**config.mk**
```make
export PLATFORM = sky130hd
export DESIGN_NAME = uart_frame_rx
export DESIGN_NICKNAME = d
export VERILOG_FILES = /design/src/rtl/uart_rx_pkg.sv /design/src/rtl/rx_line_sync.sv /design/src/rtl/rx_bit_voter.sv /design/src/rtl/rx_frame_ctrl.sv /design/src/rtl/uart_frame_rx.sv
export SDC_FILE = /design/constraint.sdc
export NUM_CORES = 1
export LEC_CHECK = 0
export CORE_MARGIN = 3
export CORE_UTILIZATION = 40
export CTS_CLUSTER_SIZE = 40
export DETAILED_ROUTE_END_ITERATION = 8
export GPL_TIMING_DRIVEN = 0
export PLACE_DENSITY_LB_ADDON = 0.08
export SLEW_MARGIN = 10
export SYNTH_ARGS = -nofsm -noshare
export SYNTH_HDL_FRONTEND = slang
export SYNTH_HIERARCHICAL = 1
export SYNTH_SLANG_ARGS = --single-unit
```
**constraint.sdc**
```tcl
create_clock -name clk -period 6.4 [get_ports clk]
set_input_delay 1.6 -clock clk [delete_from_list [all_inputs] [get_ports clk]]
set_output_delay 1.6 -clock clk [all_outputs]
set_load 0.02 [all_outputs]
```
**src/rtl/uart_rx_pkg.sv**
```systemverilog
package uart_rx_pkg;

   typedef enum logic [1:0] {
      ST_IDLE  = 2'd0,
      ST_START = 2'd1,
      ST_DATA  = 2'd2,
      ST_STOP  = 2'd3
   } rx_state_e;

endpackage

```
**src/rtl/rx_line_sync.sv**
```systemverilog
module rx_line_sync #(
   parameter int STAGES = 2
) (
   input  logic clk,
   input  logic rst_n,
   input  logic line_i,
   output logic line_o,
   output logic fall_o
);

   logic [STAGES-1:0] chain_q;
   logic              prev_q;

   initial begin
      AST_SYNC_DEPTH : assert (STAGES >= 2)
         else $error("rx_line_sync: STAGES must be at least 2");
   end

   // chain resets to the idle (high) line level
   always_ff @(posedge clk or negedge rst_n) begin
      if (!rst_n) begin
         chain_q <= '1;
         prev_q  <= 1'b1;
      end else begin
         chain_q <= {chain_q[STAGES-2:0], line_i};
         prev_q  <= chain_q[STAGES-1];
      end
   end

   assign line_o = chain_q[STAGES-1];
   assign fall_o = prev_q & ~chain_q[STAGES-1];

endmodule

```
**src/rtl/rx_bit_voter.sv**
```systemverilog
module rx_bit_voter #(
   parameter int OVERSAMPLE = 16,
   parameter bit MAJORITY   = 1'b1
) (
   input  logic clk,
   input  logic rst_n,
   input  logic tick_i,
   input  logic run_i,
   input  logic line_i,
   output logic dec_o,
   output logic bit_o
);

   localparam int CW = $clog2(OVERSAMPLE);
   localparam logic [CW-1:0] K_EARLY = CW'(OVERSAMPLE/2 - 1);
   localparam logic [CW-1:0] K_MID   = CW'(OVERSAMPLE/2);
   localparam logic [CW-1:0] K_LATE  = CW'(OVERSAMPLE/2 + 1);
   localparam logic [CW-1:0] K_WRAP  = CW'(OVERSAMPLE - 1);

   logic [CW-1:0] cnt_q;
   logic          early_q;
   logic          mid_q;

   initial begin
      AST_OVS_RANGE : assert (OVERSAMPLE >= 4 && (OVERSAMPLE & (OVERSAMPLE - 1)) == 0)
         else $error("rx_bit_voter: OVERSAMPLE must be a power of two, at least 4");
   end

   always_ff @(posedge clk or negedge rst_n) begin
      if (!rst_n) begin
         cnt_q   <= '0;
         early_q <= 1'b1;
         mid_q   <= 1'b1;
      end else if (!run_i) begin
         cnt_q   <= '0;
      end else if (tick_i) begin
         if (cnt_q == K_EARLY) early_q <= line_i;
         if (cnt_q == K_MID)   mid_q   <= line_i;
         cnt_q <= (cnt_q == K_WRAP) ? '0 : cnt_q + 1'b1;
      end
   end

   assign dec_o = run_i & tick_i & (cnt_q == K_LATE);

   generate
      if (MAJORITY) begin : g_vote3
         assign bit_o = (early_q & mid_q) | (early_q & line_i) | (mid_q & line_i);
      end else begin : g_centre
         logic unused_samples;
         assign unused_samples = early_q ^ line_i;
         assign bit_o = mid_q;
      end
   endgenerate

endmodule

```
**src/rtl/rx_frame_ctrl.sv**
```systemverilog
module rx_frame_ctrl
   import uart_rx_pkg::*;
#(
   parameter int DATA_BITS = 8
) (
   input  logic                 clk,
   input  logic                 rst_n,
   input  logic                 rx_en_i,
   input  logic                 nine_bit_i,
   input  logic                 chk_en_i,
   input  logic                 clr_done_i,
   input  logic                 clr_fe_i,
   input  logic                 fall_i,
   input  logic                 dec_i,
   input  logic                 bit_i,
   output logic                 run_o,
   output logic [DATA_BITS-1:0] data_o,
   output logic                 bit9_o,
   output logic                 done_o,
   output logic                 fe_o
);

   localparam int IW = $clog2(DATA_BITS + 1);

   rx_state_e            state_q, state_nx;
   logic [IW-1:0]        idx_q;
   logic [IW-1:0]        last_idx;
   logic [DATA_BITS:0]   sh_q, sh_nx, load_val;
   logic [DATA_BITS-1:0] data_q;
   logic                 bit9_q, done_q, fe_q;
   logic                 load, set_fe;

   initial begin
      AST_DATA_WIDTH : assert (DATA_BITS >= 2)
         else $error("rx_frame_ctrl: DATA_BITS must be at least 2");
   end

   assign last_idx = nine_bit_i ? IW'(DATA_BITS) : IW'(DATA_BITS - 1);

   always_comb begin
      sh_nx        = sh_q;
      sh_nx[idx_q] = bit_i;
      load_val     = (state_q == ST_DATA) ? sh_nx : sh_q;
   end

   always_comb begin
      state_nx = state_q;
      load     = 1'b0;
      set_fe   = 1'b0;
      case (state_q)
         ST_IDLE:  if (fall_i) state_nx = ST_START;
         ST_START: if (dec_i) state_nx = bit_i ? ST_IDLE : ST_DATA;
         ST_DATA:  if (dec_i && idx_q == last_idx) begin
                      state_nx = ST_STOP;
                      load     = ~chk_en_i;
                   end
         ST_STOP:  if (dec_i) begin
                      state_nx = ST_IDLE;
                      load     = chk_en_i;
                      set_fe   = chk_en_i & ~bit_i;
                   end
         default:  state_nx = ST_IDLE;
      endcase
      if (!rx_en_i) begin
         state_nx = ST_IDLE;
         load     = 1'b0;
         set_fe   = 1'b0;
      end
   end

   always_ff @(posedge clk or negedge rst_n) begin
      if (!rst_n) begin
         state_q <= ST_IDLE;
         idx_q   <= '0;
         sh_q    <= '0;
         data_q  <= '0;
         bit9_q  <= 1'b0;
         done_q  <= 1'b0;
         fe_q    <= 1'b0;
      end else begin
         state_q <= state_nx;
         if (state_q != ST_DATA) begin
            idx_q <= '0;
         end else if (dec_i) begin
            sh_q <= sh_nx;
            if (idx_q != last_idx) idx_q <= idx_q + 1'b1;
         end
         if (load) begin
            data_q <= load_val[DATA_BITS-1:0];
            if (nine_bit_i) bit9_q <= load_val[DATA_BITS];
         end
         if (load)            done_q <= 1'b1;
         else if (clr_done_i) done_q <= 1'b0;
         if (set_fe)          fe_q <= 1'b1;
         else if (clr_fe_i)   fe_q <= 1'b0;
      end
   end

   assign run_o  = (state_q != ST_IDLE);
   assign data_o = data_q;
   assign bit9_o = bit9_q;
   assign done_o = done_q;
   assign fe_o   = fe_q;

   AST_FE_STICKY : assert property (@(posedge clk) disable iff (!rst_n)
      (fe_q && !clr_fe_i) |=> fe_q);
   AST_DONE_HOLDS : assert property (@(posedge clk) disable iff (!rst_n)
      (done_q && !clr_done_i) |=> done_q);
   AST_FE_NEEDS_CHECK : assert property (@(posedge clk) disable iff (!rst_n)
      (!fe_q && !chk_en_i) |=> !fe_q);
   AST_DISABLE_IDLES : assert property (@(posedge clk) disable iff (!rst_n)
      (!rx_en_i) |=> (state_q == ST_IDLE));
   AST_FALSE_START : assert property (@(posedge clk) disable iff (!rst_n)
      (state_q == ST_START && dec_i && bit_i) |=> (state_q == ST_IDLE));

endmodule

```
**src/rtl/uart_frame_rx.sv**
```systemverilog
module uart_frame_rx #(
   parameter int OVERSAMPLE  = 16,
   parameter int DATA_BITS   = 8,
   parameter int SYNC_STAGES = 2,
   parameter bit MAJORITY    = 1'b1
) (
   input  logic                 clk,
   input  logic                 rst_n,
   input  logic                 rx_line,
   input  logic                 os_tick,
   input  logic                 rx_en,
   input  logic                 nine_bit,
   input  logic                 chk_en,
   input  logic                 clr_done,
   input  logic                 clr_fe,
   output logic [DATA_BITS-1:0] rx_data,
   output logic                 rx_bit9,
   output logic                 rx_done,
   output logic                 rx_ferr
);

   logic line_s, fall_s, run_s, dec_s, bit_s;

   rx_line_sync #(.STAGES(SYNC_STAGES)) i_sync (
      .clk    (clk),
      .rst_n  (rst_n),
      .line_i (rx_line),
      .line_o (line_s),
      .fall_o (fall_s)
   );

   rx_bit_voter #(.OVERSAMPLE(OVERSAMPLE), .MAJORITY(MAJORITY)) i_voter (
      .clk    (clk),
      .rst_n  (rst_n),
      .tick_i (os_tick),
      .run_i  (run_s),
      .line_i (line_s),
      .dec_o  (dec_s),
      .bit_o  (bit_s)
   );

   rx_frame_ctrl #(.DATA_BITS(DATA_BITS)) i_ctrl (
      .clk        (clk),
      .rst_n      (rst_n),
      .rx_en_i    (rx_en),
      .nine_bit_i (nine_bit),
      .chk_en_i   (chk_en),
      .clr_done_i (clr_done),
      .clr_fe_i   (clr_fe),
      .fall_i     (fall_s),
      .dec_i      (dec_s),
      .bit_i      (bit_s),
      .run_o      (run_s),
      .data_o     (rx_data),
      .bit9_o     (rx_bit9),
      .done_o     (rx_done),
      .fe_o       (rx_ferr)
   );

endmodule

```
==> results by group, run 1 <==
Run status
  – Status: finished, final reports clean

Power
  – Pwr per Cell Area: about 180 mW/mm²
  – Leak Pwr: between 0.9 and 1 nW
  – Maximum vdd drop: 0.128 mV

Floorplan
  – I/O pins: 20
  – Die Y: 75.4 µm
  – Die ar.: 0.00568 mm²
  – Chip width: ~75 µm
  – Row count: 24
  – Initial Utilization: 0.428
  – Core area: 0.00450 mm²

Worst setup path
  – Arrival time worst endpoint: about 3.8 ns
  – Critical-path cell list: clkdlybuf4s50_1 > and4b_1 > and2_1 > clkbuf_1 > nand2_1 > nor4b_1 > mux2_2
  – CP delay by family, top: buffers and inverters
  – Delay of the slowest cell on the worst path: around 0.58 ns
  – Crit path kind: input port to flop
  – Critical-path cell with the highest stage delay: clkdlybuf4s50_1
  – CP bufs+invs: 2
  – Max FO, Critical Path: 10
  – CP Capture Type: flop
  – Setup crit start kind: input port
  – CP Launch Point: os_tick
  – Worst endpoint required time: around 6.6 ns
  – Worst R2R Start: i_ctrl/state_q[0]

GRT
  – Initial antenna violation count: 0
  – First-pass GRT wire length: ~6600 µm
  – Number of global-route vias before repair: 1,356
  – Total grt overflow: 0
  – Total track usage: 0.157
  – Largest net degree at the start of global routing: 36

STA
  – Min Hold Slack: 0.356 ns
  – Fmax: 273 MHz
  – Unrepaired setup endpoints after global routing: no
  – Hold Violations, Final: 0
  – # setup viols final: 0
  – Pins Over Slew Limit: 0
  – Crit path setup slack, layout: roughly 2.7 ns
  – Period minus WS final: between 3 and 4 ns
  – Worst Max-Slew Pin Slew: between 0.7 and 0.8 ns
  – Skew final: approximately 0.0067 ns
  – Slew HR: 0.474
  – Crit share post-route: 0.573
  – Final setup TNS: 0 ns

Clock network
  – CTS Hold Buffers Added: 0
  – H-tree depth: 2
  – TritonCTS clock tree: yes
  – Root Driver: clkbuf_8
  – CTS resizes: 0
  – Clock Path Buffers: 2
  – Setup bufs post-CTS: 0
  – Clock transition at path regs: ~0.070 ns
  – Num CTS Buffers: 5
  – Clk_lat worst skew: between 0.2 and 0.3 ns
  – Sink Count: 35

Synth
  – Cell taking the most area after synthesis: dfrtp_1
  – Synth Flop Type: dfrtp_1
  – Post-synthesis sequential area ratio: 0.458
  – Number of synthesis warnings: 6
  – Syn_area_per_cell: between 10 and 15 µm²
  – Commonest cells post-synth: dfrtp_1, nand2_1, inv_1
  – Syn Nets: approximately 190
  – Fraction of registers with async set/reset: 1.00
  – Library cells used by synthesis: 48
  – Synth area leaders: dfrtp_1, dfstp_2, mux2_4
  – Synthesized area: 0.00193 mm²
  – Yosys reg bits: 35
  – Syn Inst Count: around 180
  – Most frequent cell after synthesis: dfrtp_1
  – Top cell type's share of synthesized area: 0.390
  – EDFF count, synth: 0

Place
  – RePlAce Congestion: roughly 0.8
  – HPWL Detailed: roughly 2800 µm
  – IO buf count: 19
  – Setup Slack @ Placement: between 2 and 2.5 ns

Min path
  – Startpoint of the lowest-slack hold path: i_sync/chain_q[0]
  – Hold crit path type: flop to flop

Routing
  – Initial DRC count: between 70 and 80
  – DR vias: around 1,400
  – Antenna Nets Post-Route: 0
  – Drt first pass iters: 4
  – DRT Wirelength: roughly 4000 µm
  – Wire length per cell: around 16 µm
  – Remaining DRCs: 0
  – Drt via density: about 5.4

Cells and area
  – Fraction of layout cells with a size suffix above 1: 0.221
  – Utilization after layout: 0.503
  – ANT cells: 0
  – # fillers: roughly 400
  – Nets: 219
  – Area grow syn2layout: 17.7%

Flow run
  – Max-Cap Viols: 0
[state kept, by name, indices dropped and copies added (netlist names), 2 cells and up]
name	cells
i_ctrl/data_o	8
i_ctrl/idx_q	4
i_ctrl/sh_q	9
i_ctrl/state_q	2
i_sync/chain_q	2
i_voter/cnt_q	4
[report_power, final]
| group | total (mW) | internal, mW | switching, mW | leakage [nW] |
|---|---|---|---|---|
| Combinational | 0.0193 | 0.00800 | 0.0113 | 0.393 |
| Clock | 0.165 | 0.0868 | 0.0778 | 0.0482 |
| Sequential | 0.225 | 0.224 | 0.00149 | 0.470 |
| Total | 0.409 | 0.319 | 0.0905 | 0.912 |
[path summary, 6_finish.rpt]
check                                    end  slack [ns]  cells past startpoint
setup / recovery              i_ctrl/sh_q[8]        2.73                      7
hold / removal             i_sync/chain_q[1]        0.36                      0
setup reg to reg              i_ctrl/sh_q[8]        3.74                      8
hold reg to reg            i_sync/chain_q[1]        0.36                      0
max in group asynchronous     i_ctrl/sh_q[6]        4.50                      1
min in group asynchronous    i_ctrl/idx_q[2]        1.39                      1
[placed cells by master (no fill, tap or decap), types with 7 or more instances in the layout]
cell and count:
o21ai_1 8, inv_1 11, dfrtp_1 30, clkdlybuf4s50_1 18, a21oi_1 8, nand3_1 7, nand2_1 15, mux2_2 10
mux2_4 8, o21ai_0 10, ha_1 7
[layer usage]
metal  GRT usage  routed length (µm)  up-vias
met5           0                   0        -
met4      0.0563                  74        0
met3      0.0435                 141        7
met2       0.229                1800       31
met1       0.222                1980      655
li1            -                   -      682
[layout make-up]
cell class                      instances  area [µm²]  share of cell area
Clock inverter                          1        5.00             0.00221
Buffer                                  6        25.0              0.0110
Sequential cell                        35         882               0.389
Tap cell                               52        65.1              0.0287
Timing Repair Buffer                   19         185              0.0817
Multi-Input combinational cell        124         973               0.429
Clock buffer                            7        86.3              0.0381
Inverter                               12        45.0              0.0199
[kinds of logic after synthesis]
family | Yosys count | synth area share
AND/OR/NAND/NOR | 57 | 0.185
AO/OA/AOI/OAI | 36 | 0.123
flip-flops | 35 | 0.458
multiplexers | 21 | 0.138
buffers and inverters | 18 | 0.0364
adder cells (fa/ha/maj) | 8 | 0.0507
XOR/XNOR | 2 | 0.00910
[per-stage QoR]
stage	instances	instance area [µm²]	power [mW]
finish	256	2270	0.409
global route	256	2270	0.423
CTS	256	2270	0.416
detailed placement	248	2180	0.249
global placement	248	2180	0.249
floorplan	177	1930	0.237
(Power assumes the default switching activity.)
==> run 2: changes to the inputs <==
- clock period: 6.4 -> 2.95 ns (I/O delays scaled with it)
==> run 2 against run 1 <==
Net effect:
- via count down 0.15%
- register-to-register slack worse by 3.3 ns
- largest power group unchanged
- flip-flop and latch count stayed put
- wire length about the same
- critical path type unchanged
- largest cell class unchanged
==> results by group, run 2 (synthesis gave the netlist of run 1 again) <==
GRT
  – Total track usage: 0.157
  – Number of global-route vias before repair: 1,356
  – Largest net degree at the start of global routing: 36
  – Initial antenna violation count: 0
  – Total grt overflow: 0
  – First-pass GRT wire length: 6640 µm

Cells and area
  – Fraction of layout cells with a size suffix above 1: 0.225
  – Non-filler instance count after layout: about 260
  – Reg with most FFs: i_ctrl/sh_q
  – Most frequent cells in the layout: dfrtp_1, clkdlybuf4s50_1, nand2_1
  – # fillers: between 400 and 500
  – Flip-flop count of the largest register after layout: 9
  – Area grow syn2layout: 17.8%
  – Nets: 219
  – ANT cells: 0
  – Footprint of the multi-input gates: 973 µm²
  – Most common cell after layout, fill and taps aside: dfrtp_1
  – Register area: between 800 and 900 µm²

Place
  – Inst Count DP: 248
  – IO buf count: 19
  – RePlAce Congestion: between 0.8 and 0.9
  – HPWL Detailed: approximately 2800 µm

Worst setup path
  – Critical-path cell list: clkdlybuf4s50_1 > and4b_1 > and2_1 > clkbuf_2 > nand2_1 > nor4b_1 > mux2_2
  – Crit path kind: input port to flop
  – Delay of the slowest cell on the worst path: 0.58 ns
  – Setup crit start kind: input port
  – CP Capture Type: flop
  – Max FO, Critical Path: 10
  – Arrival time worst endpoint: 2.78 ns
  – Critical-path cell with the highest stage delay: clkdlybuf4s50_1
  – Worst endpoint required time: roughly 3.1 ns

Floorplan
  – Die Y: 75.4 µm
  – Die ar.: 0.00568 mm²
  – Chip width: 75.4 µm
  – Core area: between 0.004 and 0.005 mm²
  – Initial Utilization: 0.428
  – I/O pins: 20
  – Row count: 24

Run status
  – Status: finished, final reports clean

STA
  – Worst Max-Slew Pin Slew: 0.789 ns
  – Fmax: around 380 MHz
  – Pins Over Slew Limit: 0
  – Min Hold Slack: between 0.3 and 0.4 ns
  – Crit share post-route: 0.884
  – Hold Violations, Final: 0
  – Slew HR: 0.474
  – Skew final: approximately 0.0067 ns
  – Period minus WS final: between 2 and 3 ns
  – # setup viols final: 0
  – Unrepaired setup endpoints after global routing: no

Routing
  – DR vias: roughly 1,400
  – Drt first pass iters: 4
  – Drt via density: 5.36
  – Initial DRC count: 74
  – Antenna Nets Post-Route: 0
  – Remaining DRCs: 0
  – Wire length per cell: around 16 µm
  – DRT Wirelength: about 4000 µm

Clock network
  – Sink Count: 35
  – H-tree depth: 2
  – Clock transition at path regs: 0.07 ns
  – Setup bufs post-CTS: 0
  – TritonCTS clock tree: yes
  – Clock Path Buffers: 2
  – Clk_lat worst skew: 0.28 ns
  – Root Driver: clkbuf_8
  – Num CTS Buffers: 5

Power
  – Leak Pwr: roughly 0.92 nW
  – Maximum vdd drop: 0.278 mV
  – Pwr per Cell Area: ~390 mW/mm²

Flow run
  – Max-Cap Viols: 0

Min path
  – Hold crit path type: flop to flop
[run 2: cell count changes in the layout (fill, tap and decap cells not counted)]
cell and delta:
clkbuf_2 +1, clkbuf_1 -1
[run 2: final timing paths]
path / cells past startpoint / startpoint / end / slack (ns)
min in group asynchronous: 1 / rst_n / i_ctrl/idx_q[2] / 0.53
max in group asynchronous: 1 / rst_n / i_ctrl/sh_q[6] / 1.91
min reg2reg: 0 / i_sync/chain_q[0] / i_sync/chain_q[1] / 0.36
min: 0 / i_sync/chain_q[0] / i_sync/chain_q[1] / 0.36
max: 7 / os_tick / i_ctrl/sh_q[8] / 0.34
max reg2reg: 8 / i_ctrl/state_q[0] / i_ctrl/sh_q[8] / 0.49
[run 2: timing repair]
item                                    CTS  global route
gates resized for setup                   0             2
endpoints found under the hold margin     0             0
endpoints found under the setup margin    0             1
hold buffers                              0             0
[run 2: final cells by class]
type / count / share of cell area
Tap cell: 52 / 0.0287
Clock buffer: 7 / 0.0381
Clock inverter: 1 / 0.00221
Buffer: 6 / 0.0116
Multi-Input combinational cell: 124 / 0.429
Inverter: 12 / 0.0199
Sequential cell: 35 / 0.389
Timing Repair Buffer: 19 / 0.0816
[run 2: routing by layer]
layer  vias to the layer above  track usage  wire length [µm]
met5                         -            0                 0
met4                         0       0.0563                74
met3                         7       0.0435               141
met2                        31        0.229              1810
met1                       654        0.222              1980
li1                        681            -                 -
[run 2: metrics by stage]
| step | worst slack [ns] | TNS, ns | instance area [µm²] | util | power (mW) |
|---|---|---|---|---|---|
| floorplan | 0.735 | 0 | 1930 | - | 0.513 |
| global placement | -0.0752 | -0.139 | 2180 | 0.484 | 0.539 |
| detailed placement | -0.158 | -0.310 | 2180 | 0.483 | 0.540 |
| CTS | 0.144 | 0 | 2270 | 0.503 | 0.902 |
| global route | 0.167 | 0 | 2270 | 0.504 | 0.919 |
| finish | 0.342 | 0 | 2270 | 0.504 | 0.887 |
[run 2: power by group]
group	total (mW)	leakage (nW)	internal [mW]	switching, mW
clock network	0.357	0.0482	0.188	0.168
logic	0.0419	0.397	0.0174	0.0245
registers	0.489	0.470	0.485	0.00323
[run 2: worst max-delay path: cells and delay by family]
family | cells | cell delay (ns)
simple gates | 4 | 0.84
buf+inv | 2 | 0.82
mux | 1 | 0.38
